**config.mk**
```make
export PLATFORM = sky130hd
export DESIGN_NAME = slic_ctl_port
export DESIGN_NICKNAME = d
export VERILOG_FILES = /design/src/rtl/slic_port_pkg.sv /design/src/rtl/slic_pin_edges.sv /design/src/rtl/slic_cmd_shifter.sv /design/src/rtl/slic_stat_shifter.sv /design/src/rtl/slic_ctl_port.sv
export SDC_FILE = /design/constraint.sdc
export NUM_CORES = 1
export LEC_CHECK = 0
export ABC_AREA = 1
export BUFFER_PORTS_ARGS = -buffer_cell sky130_fd_sc_hd__buf_2
export CAP_MARGIN = 20
export CELL_PAD_IN_SITES_DETAIL_PLACEMENT = 0
export CELL_PAD_IN_SITES_GLOBAL_PLACEMENT = 1
export CORE_UTILIZATION = 30
export CTS_CLUSTER_DIAMETER = 80
export DETAILED_ROUTE_END_ITERATION = 7
export PLACE_DENSITY_LB_ADDON = 0.1
export RECOVER_POWER = 50
export SLEW_MARGIN = 20
export SYNTH_ARGS = -nofsm -noshare
export SYNTH_HDL_FRONTEND = slang
export SYNTH_SLANG_ARGS = --single-unit
```
**constraint.sdc**
```tcl
create_clock -name clk -period 1.5 [get_ports clk]
set_input_delay 0 -clock clk [delete_from_list [all_inputs] [get_ports clk]]
set_output_delay 0 -clock clk [all_outputs]
set_load 0.05 [all_outputs]
```
**src/rtl/slic_port_pkg.sv**
```systemverilog
package slic_port_pkg;

    typedef enum logic [1:0] {
        PM_SERIAL   = 2'd0,
        PM_ALERT    = 2'd1,
        PM_PARALLEL = 2'd2
    } port_mode_e;

    // command bit positions driven directly in parallel mode
    localparam int PB_FEED = 0;
    localparam int PB_TIME = 1;
    localparam int PB_RING = 2;

    // status bit positions used for the alert output
    localparam int SB_HOOK = 0;
    localparam int SB_GKEY = 1;

endpackage

```
**src/rtl/slic_pin_edges.sv**
```systemverilog
module slic_pin_edges (
    input  logic clk,
    input  logic rst_n,
    input  logic lvl_i,
    output logic rise_o,
    output logic fall_o
);

    typedef struct packed {
        logic prev;
    } edge_st_t;

    edge_st_t s_d, s_q;

    always_comb begin
        s_d      = s_q;
        s_d.prev = lvl_i;
        rise_o   = lvl_i & ~s_q.prev;
        fall_o   = ~lvl_i & s_q.prev;
    end

    always_ff @(posedge clk or negedge rst_n) begin
        if (!rst_n) s_q <= '0;
        else        s_q <= s_d;
    end

endmodule

```
**src/rtl/slic_cmd_shifter.sv**
```systemverilog
module slic_cmd_shifter #(
    parameter int CMD_W = 8
) (
    input  logic             clk,
    input  logic             rst_n,
    input  logic             ser_en_i,
    input  logic             csn_i,
    input  logic             csn_rise_i,
    input  logic             dir_i,
    input  logic             sdi_i,
    input  logic             sclk_rise_i,
    output logic [CMD_W-1:0] cmd_o
);

    localparam int CNT_W = $clog2(CMD_W + 2);
    localparam logic [CNT_W-1:0] CNT_FULL = CNT_W'(CMD_W);
    localparam logic [CNT_W-1:0] CNT_SAT  = CNT_W'(CMD_W + 1);

    typedef struct packed {
        logic [CMD_W-1:0] sh;
        logic [CNT_W-1:0] cnt;
        logic             bad;
        logic [CMD_W-1:0] cmd;
    } wr_st_t;

    wr_st_t s_d, s_q;

    always_comb begin
        s_d = s_q;
        if (csn_i) begin
            if (csn_rise_i && !s_q.bad && s_q.cnt == CNT_FULL)
                s_d.cmd = s_q.sh;
            s_d.cnt = '0;
            s_d.bad = 1'b0;
        end else if (!ser_en_i || dir_i) begin
            s_d.bad = 1'b1;
        end else if (sclk_rise_i) begin
            s_d.sh = {sdi_i, s_q.sh[CMD_W-1:1]};
            if (s_q.cnt != CNT_SAT)
                s_d.cnt = s_q.cnt + 1'b1;
        end
    end

    always_ff @(posedge clk or negedge rst_n) begin
        if (!rst_n) s_q <= '0;
        else        s_q <= s_d;
    end

    assign cmd_o = s_q.cmd;

    p_cmd_hold_r2: assert property (@(posedge clk) disable iff (!rst_n)
        !csn_rise_i |=> $stable(s_q.cmd));

    p_len_guard_r3: assert property (@(posedge clk) disable iff (!rst_n)
        (csn_rise_i && s_q.cnt != CNT_FULL) |=> $stable(s_q.cmd));

    p_cnt_bound_r3: assert property (@(posedge clk) disable iff (!rst_n)
        s_q.cnt <= CNT_SAT);

    p_dir_guard_r4: assert property (@(posedge clk) disable iff (!rst_n)
        (csn_rise_i && s_q.bad) |=> $stable(s_q.cmd));

endmodule

```
**src/rtl/slic_stat_shifter.sv**
```systemverilog
module slic_stat_shifter #(
    parameter int STAT_W = 5
) (
    input  logic              clk,
    input  logic              rst_n,
    input  logic              rd_frame_i,
    input  logic              sclk_fall_i,
    input  logic [STAT_W-1:0] stat_i,
    output logic              sdo_o
);

    typedef struct packed {
        logic [STAT_W-1:0] sh;
    } rd_st_t;

    rd_st_t s_d, s_q;

    always_comb begin
        s_d = s_q;
        if (!rd_frame_i)
            s_d.sh = stat_i;
        else if (sclk_fall_i)
            s_d.sh = s_q.sh >> 1;
    end

    always_ff @(posedge clk or negedge rst_n) begin
        if (!rst_n) s_q <= '0;
        else        s_q <= s_d;
    end

    assign sdo_o = s_q.sh[0];

    p_shift_step_r5: assert property (@(posedge clk) disable iff (!rst_n)
        (rd_frame_i && sclk_fall_i) |=> (s_q.sh == ($past(s_q.sh) >> 1)));

    p_shift_hold_r6: assert property (@(posedge clk) disable iff (!rst_n)
        (rd_frame_i && !sclk_fall_i) |=> $stable(s_q.sh));

endmodule

```
**src/rtl/slic_ctl_port.sv**
```systemverilog
module slic_ctl_port
    import slic_port_pkg::*;
#(
    parameter int CMD_W  = 8,
    parameter int STAT_W = 5
) (
    input  logic              clk,
    input  logic              rst_n,
    input  logic              sclk_i,
    input  logic              sdio_i,
    output logic              sdio_o,
    output logic              sdio_oe_o,
    input  logic              dir_i,
    input  logic              csn_i,
    output logic              csn_o,
    output logic              csn_oe_o,
    input  logic              irq_mode_i,
    input  logic              par_mode_i,
    input  logic [STAT_W-1:0] stat_i,
    output logic [CMD_W-1:0]  cmd_o
);

    port_mode_e       mode;
    logic             ser_en;
    logic             rd_frame;
    logic             sclk_rise, sclk_fall;
    logic             csn_rise, csn_fall;
    logic [CMD_W-1:0] cmd_q;
    logic [CMD_W-1:0] par_cmd;
    logic             sdo;
    logic             alert;

    always_comb begin
        if (par_mode_i)      mode = PM_PARALLEL;
        else if (irq_mode_i) mode = PM_ALERT;
        else                 mode = PM_SERIAL;
    end

    assign ser_en   = (mode == PM_SERIAL);
    assign rd_frame = ser_en & ~csn_i & dir_i;
    assign alert    = stat_i[SB_HOOK] | stat_i[SB_GKEY];

    slic_pin_edges i_sclk_edges (
        .clk    (clk),
        .rst_n  (rst_n),
        .lvl_i  (sclk_i),
        .rise_o (sclk_rise),
        .fall_o (sclk_fall)
    );

    slic_pin_edges i_csn_edges (
        .clk    (clk),
        .rst_n  (rst_n),
        .lvl_i  (csn_i),
        .rise_o (csn_rise),
        .fall_o (csn_fall)
    );

    slic_cmd_shifter #(.CMD_W(CMD_W)) i_cmd (
        .clk         (clk),
        .rst_n       (rst_n),
        .ser_en_i    (ser_en),
        .csn_i       (csn_i),
        .csn_rise_i  (csn_rise),
        .dir_i       (dir_i),
        .sdi_i       (sdio_i),
        .sclk_rise_i (sclk_rise),
        .cmd_o       (cmd_q)
    );

    slic_stat_shifter #(.STAT_W(STAT_W)) i_stat (
        .clk         (clk),
        .rst_n       (rst_n),
        .rd_frame_i  (rd_frame),
        .sclk_fall_i (sclk_fall),
        .stat_i      (stat_i),
        .sdo_o       (sdo)
    );

    always_comb begin
        par_cmd          = '0;
        par_cmd[PB_FEED] = dir_i;
        par_cmd[PB_TIME] = irq_mode_i;
        par_cmd[PB_RING] = sclk_i;
    end

    always_comb begin
        case (mode)
            PM_PARALLEL: begin
                cmd_o     = par_cmd;
                sdio_oe_o = 1'b1;
                sdio_o    = stat_i[SB_GKEY];
                csn_oe_o  = 1'b1;
                csn_o     = stat_i[SB_HOOK];
            end
            PM_ALERT: begin
                cmd_o     = cmd_q;
                sdio_oe_o = 1'b0;
                sdio_o    = sdo;
                csn_oe_o  = 1'b1;
                csn_o     = alert;
            end
            default: begin
                cmd_o     = cmd_q;
                sdio_oe_o = rd_frame;
                sdio_o    = sdo;
                csn_oe_o  = 1'b0;
                csn_o     = alert;
            end
        endcase
    end

    p_idle_hiz_r7: assert property (@(posedge clk) disable iff (!rst_n)
        (csn_i && !par_mode_i) |-> !sdio_oe_o);

    p_alert_pin_r8: assert property (@(posedge clk) disable iff (!rst_n)
        (irq_mode_i && !par_mode_i) |-> (csn_oe_o && csn_o == (stat_i[0] | stat_i[1])));

    p_first_bit_r5: assert property (@(posedge clk) disable iff (!rst_n)
        (csn_fall && dir_i && ser_en && $past(ser_en)) |-> (sdio_o == $past(stat_i[0])));

    p_par_keep_r9: assert property (@(posedge clk) disable iff (!rst_n)
        par_mode_i |=> $stable(cmd_q));

endmodule

```
---- Word level (Yosys, flattened, before mapping) ----
Index checks and enable logic that the tools add are counted.
word-level totals
  bits of input ports ..................... 13
  memory bits (read-only) ................. 0
  bits in writable memories ............... 0
  bits in registers ....................... 28
  latch bits .............................. 0
  logic and storage cells ................. 52
  memories kept ........................... 0
  output and inout bits ................... 12
operators by class
  shift-type cells ........................ 0
  $mul .................................... 0
  bitwise logic cells ..................... 11
  eq/ne operators ......................... 6
  muxes and demuxes ....................... 14
  magnitude comparators ................... 0
  add/subtract/negate cells ............... 1
  div/mod/pow operators ................... 0
  reduce and logical (&&, ||, !) cells .... 13
operator list
  kind                                                 number
  two-way mux 5 bit                                    3
  two-way mux 4 bit                                    3
  two-way mux 8 bit                                    1
  AND reduction 3 bit                                  2
  nonzero test 2 bit                                   3
  AND 1 bit                                            5
  two-way mux 1 bit                                    5
  inverter 1 bit                                       5
  adder 4 x 1 -> 4 bit, second input constant          1
  equality test 4 bit, second input constant           1
  inequality test 2 bit, second input constant         2
  inequality test 4 bit, second input constant         1
  equality test 2 x 1 -> 1 bit, second input constant  1
  equality test 2 bit, second input constant           1
  logical AND 1 bit                                    2
  logical NOT 1 bit                                    2
  logical NOT 2 bit                                    1
  two-way mux 2 bit                                    1
  one-hot mux 1 bit (2 select lines)                   1
  AND reduction 2 bit                                  1
  OR reduction 2 bit                                   1
  logical OR 1 bit                                     1
  bitwise OR 1 bit                                     1

---- Depth between registers and ports, before layout ----
  depth after elaboration ................. 7
  mapped depth ............................ 8
  depth with buffers taken out ............ 7

---- Hierarchy ----
A second synthesis with hierarchy kept.
second synthesis, totals
  cells, all modules ...................... 192
  area total of the unflattened synthesis .. 1555.2 um^2
modules (own cells, without submodules)
  module             instances  area an instance (um^2)  seq. area each (um^2)  cells each
  slic_cmd_shifter   1          1078.5                   525.5                  118
  slic_stat_shifter  1          245.2                    125.1                  33
  slic_ctl_port      1          151.4                    0.0                    31
  slic_pin_edges     2          40.0                     25.0                   5

---- Least setup slack after synthesis ----
No wires, ideal clock.
  kind .................................... input-to-output
  start ................................... input port par_mode_i
  end ..................................... output port cmd_o[2]
  path slack .............................. 0.208 ns
  arrival ................................. 1.292 ns
  path buffers ............................ 1
  cell stages on the path ................. 3
  required time ........................... 1.500 ns
  cells stage by stage .................... buf_6 inv_4 o21ai_0
between the ends
  longest elaborated chain between the ends .. 3
ends and longest elaborated chain
  item                 line                 RTL
  from (decl)          slic_ctl_port.sv:18  input logic par_mode_i,
  two-way mux 2 bit    slic_ctl_port.sv:34  if (par_mode_i) mode = PM_PARALLEL;
  equality test 2 bit  slic_ctl_port.sv:88  case (mode)
  two-way mux 8 bit    slic_ctl_port.sv:88
  to (decl)            slic_ctl_port.sv:20  output logic [CMD_W-1:0] cmd_o
No other way between the ends.

---- Worst setup path in the final report ----
  start ................................... input port csn_i
  end ..................................... output port sdio_oe_o
between the ends
  longest elaborated chain between the ends .. 4
ends and longest elaborated chain
  item                                line                 RTL
  from (decl)                         slic_ctl_port.sv:14  input logic csn_i,
  inverter 1 bit (no line)            -
  AND 1 bit (2 in series)             slic_ctl_port.sv:40  assign rd_frame = ser_en & ~csn_i & dir_i;
  one-hot mux 1 bit (2 select lines)  slic_ctl_port.sv:88
  to (decl)                           slic_ctl_port.sv:12  output logic sdio_oe_o,
No other way between the ends.

==> results.md <==
- Critical Setup Path Class: in2out
- cell count after synthesis: 174
- synthesized netlist net count: 190
- Final #Nets: 224
- DP HPWL: 2280 µm
- Min-Delay Path Class: in2reg
- relative slew slack: 0.520
- largest net degree at the start of global routing: 29
- met1 track demand over resource: 0.163
- detailed-routing iteration count for the pre-antenna-repair pass: 4
- Reg2Reg Setup Slack: 0.16 ns
- Non-Filler Cell Area, Final: 1770 µm²
- number of antenna violations at the first check in global routing: 0
- core region area: 4500 µm²
- Worst-Skew Late Latency: 0.27 ns
- worst voltage drop across the vdd grid: 598 µV
- number of buffers on the longest clock path: 2
- proportion of synthesized chip area in sequential cells: 0.483
- leakage: 0.000893 µW
- clock tree root driver cell: clkbuf_8
- share of layout cells above drive strength 1: 0.222
- Die Height: 71.6 µm
- most frequent cell on the critical path: buf_2
- clock slew at reported path FFs: 0.10 ns
- # clock sinks: 28
- max cap viols: 0
- required time at the worst-slack endpoint: 1.50 ns
- count of distinct cell types in the synthesized netlist: 21
- met2 usage in global routing: 0.228
- Core Rows: 24
- number of synthesis warnings: 0
- Yosys top cell area share: 0.483
- total DRC errors in the routed layout: 0
- power density relative to cell area: 905 nW/µm²
- count of buffer and inverter cells on the critical path: 4
- final setup skew: 0.00564 ns
- final wirelength: 3000 µm
- number of ports placed on the die boundary: 25
- Setup crit start: csn_i
- RePlAce Congestion: 0.779
- met3 GRT Util: 0.0366
- Via-to-Cell Ratio: 4.50
- final hold violation count: 0
- number of buffer cells added on primary ports: 24
- largest cells by area after synthesis: dfrtp_1 (48%), nand2_1 (12%), inv_1 (7.2%)
- share of the clock period used by the worst path: 0.938
- Top Family by Delay on Critical Path: buffers and inverters
- category of the worst setup path capture point: primary output
- cell type contributing the most total cell area after synthesis: dfrtp_1
- overall fraction of global-route tracks in use: 0.133
- Multi-input gate area: 601 µm²
- post-synthesis sequential element count: 28
- Worst-Margin Slew: 0.721 ns
- n_diodes: 0
- residual overflow from global routing: 0
- total die area: 5120 µm²
- mean area per synthesized cell: 8.34 µm²
- highest-delay cell along the critical path: dlygate4sd3_1
- end of the critical path: sdio_oe_o
- number of design-rule violations left by the first detailed-router iteration: 43
- achievable clock frequency: 711 MHz
- CTS H-Tree Depth: 1
- post-detailed-placement cell area: 1600 µm²
- Filler Cell Count: 457
- footprint of the flip-flops and latches: 701 µm²
- launching element type of the critical path: input pin
- number of pins exceeding their max-slew limit in the final report: 0
- endpoint of the most critical register-to-register path: i_cmd.cmd_o[3]
- Critical R2R Launch: i_cmd.s_q[9]
- layout overhead on the synthesized area: 21.7%
- final-report setup violation count: 0
- CTS buffer count: 3
- Initial Utilization: 0.322
- cell area after synthesis: 1450 µm²
- Die X: 71.6 µm
- first-pass GRT wire length: 5380 µm
- path depth of the worst reg2reg path: 5
- average routed wire per standard cell: 11.6 µm
- Crit path depth: 6
- Final ANT Viol Nets: 0
- layer with the highest usage: met2
- critical-path cell list: dlygate4sd3_1, buf_2, inv_2, nand3_2, nand2_1, buf_2
- maximum fanout along the worst path: 13
- number of global-route vias before repair: 1237
- status: finished, final reports clean
- arrival time at the worst endpoint: 1.41 ns
- final-layout setup total negative slack: 0 ns
- time the worst path needs with I/O delays and setup: 1.41 ns
- CTS tree: built
- delay contributed by the slowest stage of the critical path: 0.53 ns
- via count: 1166
- unrepaired setup endpoints after global routing: false
## layout make-up
class,instances,share of cell area
clock buffers,3,0.0234
clock inverters,1,0.0170
inverters,32,0.0694
multi-input cells,110,0.340
flip-flops and latches,28,0.397
well taps,52,0.0368
repair buffers,33,0.117
## synth_stat cells (all sizes together)
cell	number
nor2	15
nand3	14
clkinv	1
nor3	1
dfrtp	28
inv	31
nand2	50
nand4	4
buf	4
ha	3
o21ai	23
## where the power goes
part / total (µW) / internal (µW) / switching (µW)
sequential: 795 / 780 / 14.5
combinational: 205 / 63.1 / 142
clock: 600 / 357 / 243
total: 1600 / 1200 / 399
## tightest hold or removal path, cell delays in order
cell and delay [ns]:
buf_2 0.12, nand3_2 0.12, nand2_1 0.06, nand3_1 0.07
## sequential cells by signal (all words and copies together) (netlist names)
register          cells
i_cmd.s_q            13
i_csn_edges.s_q       1
i_cmd.cmd_o           8
i_sclk_edges.s_q      1
i_stat.s_q            5
## kinds of logic after synthesis
logic type / after synthesis / share of synthesized area
AND/OR/NAND/NOR: 84 / 0.287
flip-flops: 28 / 0.483
AO/OA/AOI/OAI: 23 / 0.0974
adder cells (fa/ha/maj): 3 / 0.0259
buffers and inverters: 36 / 0.107
## worst min path at each step
stage          start        endpoint  slack (ns)  cells after the start
6_report       dir_i   i_stat.s_q[2]        0.12                      4
5_1_grt        dir_i   i_stat.s_q[1]        0.17                      4
4_1_cts        dir_i    i_cmd.s_q[8]        0.17                      5
3_5_place_dp   rst_n   i_cmd.s_q[11]        0.06                      1
3_3_place_gp   rst_n   i_cmd.s_q[11]        0.05                      1
2_1_floorplan  rst_n  i_cmd.cmd_o[0]       -0.30                      0
## what timing repair did
item / 4_1_cts / 5_1_grt
setup endpoints to repair: 0 / 1
buffers inserted: 0 / 0
endpoints found under the hold margin: 36 / 0
resized for setup: 0 / 1
hold buffers: 9 / 0
## routing by layer
| layer | up-vias | wire (µm) |
|---|---|---|
| li1 | 605 | - |
| met4 | 0 | 38 |
| met3 | 4 | 114 |
| met1 | 530 | 1460 |
| met2 | 27 | 1390 |
| met5 | - | 0 |
## cell usage in the layout, fill, tap and decap left out
master and count:
buf_2 20, clkbuf_8 3, nand4_1 4, nor3_2 1, nand2_1 45, o21ai_0 5, clkbuf_2 1, nor2_1 12
inv_4 1, o21ai_1 11, inv_1 28, dlygate4sd3_1 9, nand2_2 3, o21ai_2 7, ha_1 3, clkinv_1 1
bufinv_16 1, nor2_8 2, inv_2 2, dfrtp_1 28, clkbuf_1 3, nand3_2 2, nand3_1 12, nand2_4 2
nor2_4 1
## per-stage QoR
stage               cells  hold slack [ns]   util  worst slack (ns)  power (µW)
floorplan             174           -0.296      -             0.208         936
global placement      246           0.0540  0.356             0.237         998
detailed placement    246           0.0640  0.356             0.169        1000
CTS                   259            0.168  0.392            0.0271        1630
global route          259            0.169  0.392           0.00231        1680
finish                259            0.124  0.392            0.0935        1600
Note: power is estimated with default switching activity, not from simulation.
